### src/rtl/irq_comb_pkg.sv
package irq_comb_pkg;

    localparam int LANE_W      = 8;
    localparam int BANK_LANES  = 4;
    localparam int BANK_W      = LANE_W * BANK_LANES;
    localparam int BANK_SHIFT  = 4;

    typedef enum logic [1:0] {
        REG_EN_SET  = 2'd0,
        REG_EN_CLR  = 2'd1,
        REG_RSVD    = 2'd2,
        REG_STATUS  = 2'd3
    } reg_sel_e;

    function automatic logic [BANK_W-1:0] lanes_mask(input int lanes);
        logic [BANK_W-1:0] m;
        m = '0;
        for (int i = 0; i < BANK_W; i++) begin
            if (i < lanes * LANE_W) m[i] = 1'b1;
        end
        return m;
    endfunction

endpackage

### src/rtl/irq_comb_sync.sv
module irq_comb_sync #(
    parameter int W = 8
) (
    input  logic         clk,
    input  logic         rst_n,
    input  logic [W-1:0] raw_i,
    output logic [W-1:0] sync_o
);

    typedef struct packed {
        logic [W-1:0] s1;
        logic [W-1:0] s2;
        logic [1:0]   age;
    } sync_st_t;

    sync_st_t st_d, st_q;

    always_comb begin
        st_d     = st_q;
        st_d.s1  = raw_i;
        st_d.s2  = st_q.s1;
        if (st_q.age != 2'd2) st_d.age = st_q.age + 2'd1;
    end

    always_ff @(posedge clk or negedge rst_n) begin
        if (!rst_n) st_q <= '0;
        else        st_q <= st_d;
    end

    assign sync_o = st_q.s2;

    // two-cycle latency from raw input to synchronised level
    assert_sync_latency_R7: assert property (@(posedge clk) disable iff (!rst_n)
        (st_q.age == 2'd2) |-> (sync_o == $past(raw_i, 2)));

endmodule

### src/rtl/irq_comb_bank.sv
module irq_comb_bank
    import irq_comb_pkg::*;
#(
    parameter int LANES = 4
) (
    input  logic                clk,
    input  logic                rst_n,
    input  logic                wr_set,
    input  logic                wr_clr,
    input  logic [BANK_W-1:0]   wdata,
    input  logic [LANES*LANE_W-1:0] lvl,
    output logic [BANK_W-1:0]   en_word,
    output logic [BANK_W-1:0]   stat_word,
    output logic [LANES-1:0]    lane_irq
);

    localparam logic [BANK_W-1:0] LANE_MASK = lanes_mask(LANES);

    typedef struct packed {
        logic [BANK_W-1:0] en;
    } bank_st_t;

    bank_st_t st_d, st_q;
    logic [BANK_W-1:0] lvl_pad;

    always_comb begin
        lvl_pad = '0;
        lvl_pad[LANES*LANE_W-1:0] = lvl;
    end

    always_comb begin
        st_d = st_q;
        if (wr_set) st_d.en = st_d.en | (wdata & LANE_MASK);
        if (wr_clr) st_d.en = st_d.en & ~wdata;
    end

    always_ff @(posedge clk or negedge rst_n) begin
        if (!rst_n) st_q <= '0;
        else        st_q <= st_d;
    end

    assign en_word   = st_q.en;
    assign stat_word = st_q.en & lvl_pad;

    for (genvar l = 0; l < LANES; l++) begin : g_lane
        assign lane_irq[l] = |stat_word[l*LANE_W +: LANE_W];
    end

    // every written one lands in the enable state
    assert_set_R2: assert property (@(posedge clk) disable iff (!rst_n)
        wr_set |=> ((st_q.en & $past(wdata & LANE_MASK)) == $past(wdata & LANE_MASK)));

    // every written one is removed from the enable state
    assert_clr_R3: assert property (@(posedge clk) disable iff (!rst_n)
        wr_clr |=> ((st_q.en & $past(wdata)) == '0));

    // no strobe, no change
    assert_hold_R8: assert property (@(posedge clk) disable iff (!rst_n)
        (!wr_set && !wr_clr) |=> $stable(st_q.en));

    // with nothing enabled, no lane can request
    assert_masked_R6: assert property (@(posedge clk) disable iff (!rst_n)
        (st_q.en == '0) |-> (lane_irq == '0));

    // lanes without a group never hold an enable
    assert_unused_R9: assert property (@(posedge clk) disable iff (!rst_n)
        ((st_q.en & ~LANE_MASK) == '0));

endmodule

### src/rtl/irq_combiner.sv
module irq_combiner
    import irq_comb_pkg::*;
#(
    parameter int NUM_GROUPS = 6,
    parameter int ADDR_W     = 8
) (
    input  logic                         clk,
    input  logic                         rst_n,
    input  logic [NUM_GROUPS*LANE_W-1:0] irq_in,
    input  logic [ADDR_W-1:0]            bus_addr,
    input  logic                         bus_wr_en,
    input  logic [BANK_W-1:0]            bus_wdata,
    output logic [BANK_W-1:0]            bus_rdata,
    output logic [NUM_GROUPS-1:0]        irq_out
);

    localparam int N_IN      = NUM_GROUPS * LANE_W;
    localparam int NUM_BANKS = (NUM_GROUPS + BANK_LANES - 1) / BANK_LANES;
    localparam int BIDX_W    = ADDR_W - BANK_SHIFT;

    logic [N_IN-1:0]      sync_lvl;
    logic [BIDX_W-1:0]    bidx;
    reg_sel_e             rsel;
    logic                 aligned;
    logic                 bank_ok;
    logic [NUM_BANKS-1:0] bank_set;
    logic [NUM_BANKS-1:0] bank_clr;
    logic [BANK_W-1:0]    en_words   [NUM_BANKS];
    logic [BANK_W-1:0]    stat_words [NUM_BANKS];

    irq_comb_sync #(.W(N_IN)) u_sync (
        .clk    (clk),
        .rst_n  (rst_n),
        .raw_i  (irq_in),
        .sync_o (sync_lvl)
    );

    assign bidx    = bus_addr[ADDR_W-1:BANK_SHIFT];
    assign rsel    = reg_sel_e'(bus_addr[3:2]);
    assign aligned = (bus_addr[1:0] == 2'b00);
    assign bank_ok = aligned && (int'(bidx) < NUM_BANKS);

    always_comb begin
        bank_set = '0;
        bank_clr = '0;
        for (int b = 0; b < NUM_BANKS; b++) begin
            if (bus_wr_en && bank_ok && (int'(bidx) == b)) begin
                bank_set[b] = (rsel == REG_EN_SET);
                bank_clr[b] = (rsel == REG_EN_CLR);
            end
        end
    end

    for (genvar b = 0; b < NUM_BANKS; b++) begin : g_bank
        localparam int REM = NUM_GROUPS - b * BANK_LANES;
        localparam int L   = (REM > BANK_LANES) ? BANK_LANES : REM;

        irq_comb_bank #(.LANES(L)) u_bank (
            .clk       (clk),
            .rst_n     (rst_n),
            .wr_set    (bank_set[b]),
            .wr_clr    (bank_clr[b]),
            .wdata     (bus_wdata),
            .lvl       (sync_lvl[b*BANK_W +: L*LANE_W]),
            .en_word   (en_words[b]),
            .stat_word (stat_words[b]),
            .lane_irq  (irq_out[b*BANK_LANES +: L])
        );
    end

    always_comb begin
        bus_rdata = '0;
        for (int b = 0; b < NUM_BANKS; b++) begin
            if (bank_ok && (int'(bidx) == b)) begin
                case (rsel)
                    REG_EN_SET, REG_EN_CLR: bus_rdata = en_words[b];
                    REG_STATUS:             bus_rdata = stat_words[b];
                    default:                bus_rdata = '0;
                endcase
            end
        end
    end

    // at most one bank strobe per cycle
    assert_dec_onehot_R8: assert property (@(posedge clk) disable iff (!rst_n)
        $onehot0({bank_set, bank_clr}));

    // status, reserved and misaligned writes raise no strobe
    assert_dec_ignore_R8: assert property (@(posedge clk) disable iff (!rst_n)
        (bus_wr_en && (!aligned || rsel == REG_STATUS || rsel == REG_RSVD))
            |-> ((bank_set == '0) && (bank_clr == '0)));

endmodule

### config.mk
export PLATFORM = sky130hd
export DESIGN_NAME = irq_combiner
export DESIGN_NICKNAME = d
export VERILOG_FILES = /design/src/rtl/irq_comb_pkg.sv /design/src/rtl/irq_comb_sync.sv /design/src/rtl/irq_comb_bank.sv /design/src/rtl/irq_combiner.sv
export SDC_FILE = /design/constraint.sdc
export NUM_CORES = 1
export LEC_CHECK = 0
export ABC_AREA = 1
export ABC_CLOCK_PERIOD_IN_PS = 3200
export CORE_UTILIZATION = 56
export DETAILED_ROUTE_END_ITERATION = 8
export PLACE_DENSITY = 0.83
export SLEW_MARGIN = 25
export SYNTH_ARGS = -nofsm -noshare
export SYNTH_HDL_FRONTEND = slang
export SYNTH_SLANG_ARGS = --single-unit
### constraint.sdc
create_clock -name clk -period 3.2 [get_ports clk]
set_input_delay 0.8 -clock clk [delete_from_list [all_inputs] [get_ports clk]]
set_output_delay 0.8 -clock clk [all_outputs]
set_load 0.02 [all_outputs]
# Yosys cells after proc, flatten, opt, wreduce, memory -nomap -nowiden
# Cells that the tools add are included.
# word_totals
wordCells	43
regBits	160
inputBits	91
# op_classes
eq_ne	3
magnitude_cmp	1
n_mux	12
reduce_logical	16
bitwise_logic	7
# op_table
op	n
two-way mux 32 bit	6
one-hot mux 32 bit (2 select lines)	2
AND 32 bit	3
OR reduction 8 bit	6
AND 32 x 16 -> 32 bit	1
NOT 32 bit	1
OR 32 x 16 -> 32 bit	1
OR 32 bit	1
logical AND 1 bit	6
equality test 4 x 2 -> 1 bit, second input constant	1
zero test 2 bit	2
zero test 4 bit	1
less-than comparator 4 x 2 -> 1 bit, second input constant	1
two-way mux 1 bit	4
equality test 2 x 1 -> 1 bit, second input constant	1
equality test 2 bit, second input constant	1
OR reduction 2 bit	1

# Depth between registers and ports, before layout
# Gate-level depths: netlist of the first run.
# depth
depth_word	8
ltp_mapped	8
mapped_depth_nobuf	6

# By module
# Synthesis of the first run repeated with hierarchy kept, for this count alone.
# unflattened
hier_cells	922
area_unflattened_um2	7628.6
# modules_own_cells
mod	n_inst	area_each_um2	cells_each
irq_comb_sync	1	2402.3	96
irq_comb_bank (g_bank[0].u_bank)	1	1835.5	290
irq_combiner	1	1769.2	340
irq_comb_bank (g_bank[1].u_bank)	1	1621.6	196

# Worst setup path before layout of the first run
# Ideal clock, no wire load.
# synth_path
kind	in2out
from	in bus_addr[1]
to	out bus_rdata[16]
setup_slack_ps	550
path_stages	5
path_buffers	0
arrival_ps	1850
cell_sequence	nor2_2 nand4_2 nor2_4 inv_2 o21ai_0
# synth_between
elab_chain_len	5
elab_cells_between_ends	6
cone_classes	2 x mux; 4 x reduce/logical
# synth_rtl
item	line_no	rtl
start: declaration	irq_combiner.sv:10	input logic [ADDR_W-1:0] bus_addr,
zero test 2 bit *	irq_combiner.sv:40	assign aligned = (bus_addr[1:0] == 2'b00);
logical AND 1 bit *	irq_combiner.sv:41	assign bank_ok = aligned && (int'(bidx) < NUM_BANKS);
logical AND 1 bit	irq_combiner.sv:74	if (bank_ok && (int'(bidx) == b)) begin
two-way mux 32 bit	irq_combiner.sv:74	
two-way mux 32 bit *	irq_combiner.sv:74	
end: declaration	irq_combiner.sv:13	output logic [BANK_W-1:0] bus_rdata,
# Mark *: on every way between the ends. The rest lies on a longest branch, timed or not.

# Worst setup path in the final report of the first run
# layout_path
from	in bus_addr[1]
to	out bus_rdata[30]
# The elaborated chain is that of the path after synthesis.

==> flow_summary.yaml, run 1 <==
flow_run:
  maxCapViolCount: 0
detailed_routing:
  first_iter_violations: 353
  wl_mm: 16.44
  vias: 5618
  wl_per_cell_um: 16.39
  dr.pass1.iters: 7
  vias_per_cell: 5.601
  drc: 0
  postRouteAntennaNets: 0
synthesis:
  ys_ff_latch: 160
  avgSynthCellArea_sq_um: 9.242
  synth_area_leaders: "dfrtp_1, nand2_1, nand4_1"
  ys_seq_area_frac: 0.6093
  synth_cell_types: 20
  synthArstFlopShare: 1.000
  ys_dominant_reg_cell: "dfrtp_1"
  synth_area_sq_um: 6571
  syn_inst: 711
  yosysTopAreaCellShare: 0.6093
  synth.largest_area_cell: "dfrtp_1"
  synth_edf_count: 0
  syn_nets: 802
  ys_warn_count: 0
worst_setup_path:
  startpoint_type: "input pin"
  ff2ff_path_depth: 2
  crit_start: "bus_addr[1]"
  cp_cell_sequence: "clkdlybuf4s50_1, nor2_4, nand4_4, nor2_4, inv_2, o21ai_1, clkdlybuf4s15_2"
  cp_top_family: "buffers and inverters"
  cpMaxStageDelayCell: "clkdlybuf4s50_1"
  path_depth: 7
  rrSetupSlack_ps: 2520
  path_class: "in -> out"
  cp_max_fo: 16
  crit_path_frequent_cell: "nor2_4"
  critPathBufInv: 3
  worstPathArrival_ps: 2390
  crit_end: "bus_rdata[30]"
  end_kind: "output port"
  crit_path_max_incr_delay_ps: 450
  cp.required_ps: 2400
clocking:
  clock_latency_ps: 420
  root_buffer: "clkbuf_16"
  clk_pin_slew_ps: 60
  cts_buffer_depth: 2
  cts.sinks: 160
  numCtsBuffers: 17
  htree_levels: 4
  cts_tree: "built"
  hold_buffers: 0
timing:
  fmax_ghz: 0.3138
  hold_viol_final: 0
  drv_slew: 0
  fin_crit_ps: 3187
  rsz0062_at_grt: "yes"
  fin_crit_sh: 0.9958
  skew_ps: 5.271
  worstMarginPinSlew_ps: 673.0
  max_slew_margin: 0.5513
  fin_hold_ws_ps: 346.6
  setup_viol: 0
global_routing:
  grt_pass1_vias: 5542
  antenna_found_initial: 0
  grt_overflow: 0
  grt_max_degree: 78
  grtUsageTotal: 0.2859
  grt_pass1_wl_mm: 25.85
cells_and_area:
  fillers: 754
  syn_to_final_growth_pct: 32.03
  drive_gt1_frac: 0.1349
  stdcell_count: 1003
  nNetsFinal: 939
  antenna_cells: 0
floorplanning:
  initial_core_util: 0.5755
  die_x_um: 110.3
  die_h_um: 110.3
  dieArea_sq_um: 12170
  io_pins: 129
  rows: 39
  coreArea_sq_um: 11420
power:
  powerDensity_nw_per_um2: 532.5
  peakVddDrop_mv: 0.6782
  leakage_nw: 4.324
placed_design:
  port_buffers: 128
  dp_hpwl_mm: 10.64
  dp_cells: 967
  gp_congestion: 0.8773
outcome:
  status: "finished clean"
hold_path:
  hold_path.class: "reg -> reg"
==> synth_stat cells (2+ instances only) <==
library cell / instances
nand3_1: 48
nor2_4: 5
o21ai_1: 10
inv_1: 49
nor4_1: 4
nand2_1: 238
nor2_1: 32
buf_1: 5
a221oi_1: 8
o21ai_0: 6
nor2_2: 3
buf_2: 20
inv_2: 3
buf_4: 8
nand4_1: 96
nand3_2: 2
clkbuf_1: 12
dfrtp_1: 160
==> routing by layer <==
layer / GRT usage / wire [um] / up-vias
li1: - / - / 2637
met1: 0.3432 / 6541 / 2665
met2: 0.4849 / 8334 / 278
met3: 0.08172 / 1265 / 38
met4: 0.1147 / 297 / 0
met5: 0 / 0 / -
==> layout by cell type, fill, tap and decap left out, drive strengths merged, types with 6 or more instances in the layout <==
master	count
a221oi	8
buf	60
clkbuf	23
clkdlybuf4s50	93
clkinv	6
dfrtp	160
inv	52
nand2	238
nand3	50
nand4	97
nor2	40
o21ai	16
==> repair_timing <==
| action | CTS | global route |
|---|---|---|
| setup endpoints to repair | 32 | 31 |
| resized for setup | 102 | 28 |
| pin swaps | 1 | 1 |
| buffers inserted | 2 | 1 |
| gates cloned | 2 | 0 |
==> cells by family (layout without fill, tap and decap cells) <==
group / Yosys count / after routing / share of synthesized area
flip-flops: 160 / 160 / 0.6093
buffers and inverters: 98 / 247 / 0.06550
AND/OR/NAND/NOR: 429 / 429 / 0.3024
AO/OA/AOI/OAI: 24 / 24 / 0.02285
==> stage by stage <==
step	setup slack (ps)	util	setup TNS [ps]	instance area, sq um	power [mW]
4_1_cts	2.352	0.7724	0	8820	4.652
3_3_place_gp	-336.3	0.7094	-9427	8100	2.595
6_report	13.39	0.7598	0	8676	4.620
5_1_grt	-48.69	0.7598	-137.1	8676	4.780
2_1_floorplan	549.6	-	0	6571	2.350
3_5_place_dp	-397.1	0.7094	-10670	8100	2.612
==> worst min path at each step <==
stage | from | to | slack, ps | cells past startpoint
after floorplan | u_sync.st_d[2] | u_sync.sync_o[0] | 330 | 0
after global placement | u_sync.st_d[43] | u_sync.sync_o[41] | 330 | 0
after detailed placement | u_sync.st_d[2] | u_sync.sync_o[0] | 330 | 0
after CTS | u_sync.st_d[36] | u_sync.sync_o[34] | 350 | 0
after global routing | u_sync.st_d[17] | u_sync.sync_o[15] | 350 | 0
final | u_sync.st_d[36] | u_sync.sync_o[34] | 350 | 0
==> power breakdown <==
part           leakage (nW)  total (mW)  internal, mW  switching (mW)
sequential             1.93        2.18          2.12          0.0539
clock                 0.284        2.03          1.24           0.791
combinational          2.12       0.410         0.186           0.224
==> worst register-to-register path, delay by kind of cell, from the launching register on <==
kind	cells	cell delay [ps]
simple gates	2	150
flops	1	420
==> area by class of cell <==
class	instances	area [sq um]	share of cell area
clock inverters	13	165.2	0.01904
inverters	52	195.2	0.02250
well taps	143	178.9	0.02062
clock buffers	18	439.2	0.05062
flip-flops and latches	160	4004	0.4615
multi-input cells	453	2161	0.2491
repair buffers	164	1533	0.1767
(Power assumes the default switching activity.)
==> inputs of run 2 (changes only) <==
--- a/config.mk
+++ b/config.mk
@@ -8,6 +8,7 @@
 export ABC_AREA = 1
 export ABC_CLOCK_PERIOD_IN_PS = 3200
 export CORE_UTILIZATION = 56
+export CTS_CLUSTER_SIZE = 12
 export DETAILED_ROUTE_END_ITERATION = 8
 export PLACE_DENSITY = 0.83
 export SLEW_MARGIN = 25
==> results of run 2 <==
The final DEF is identical to that of run 1; final timing and power are the same.
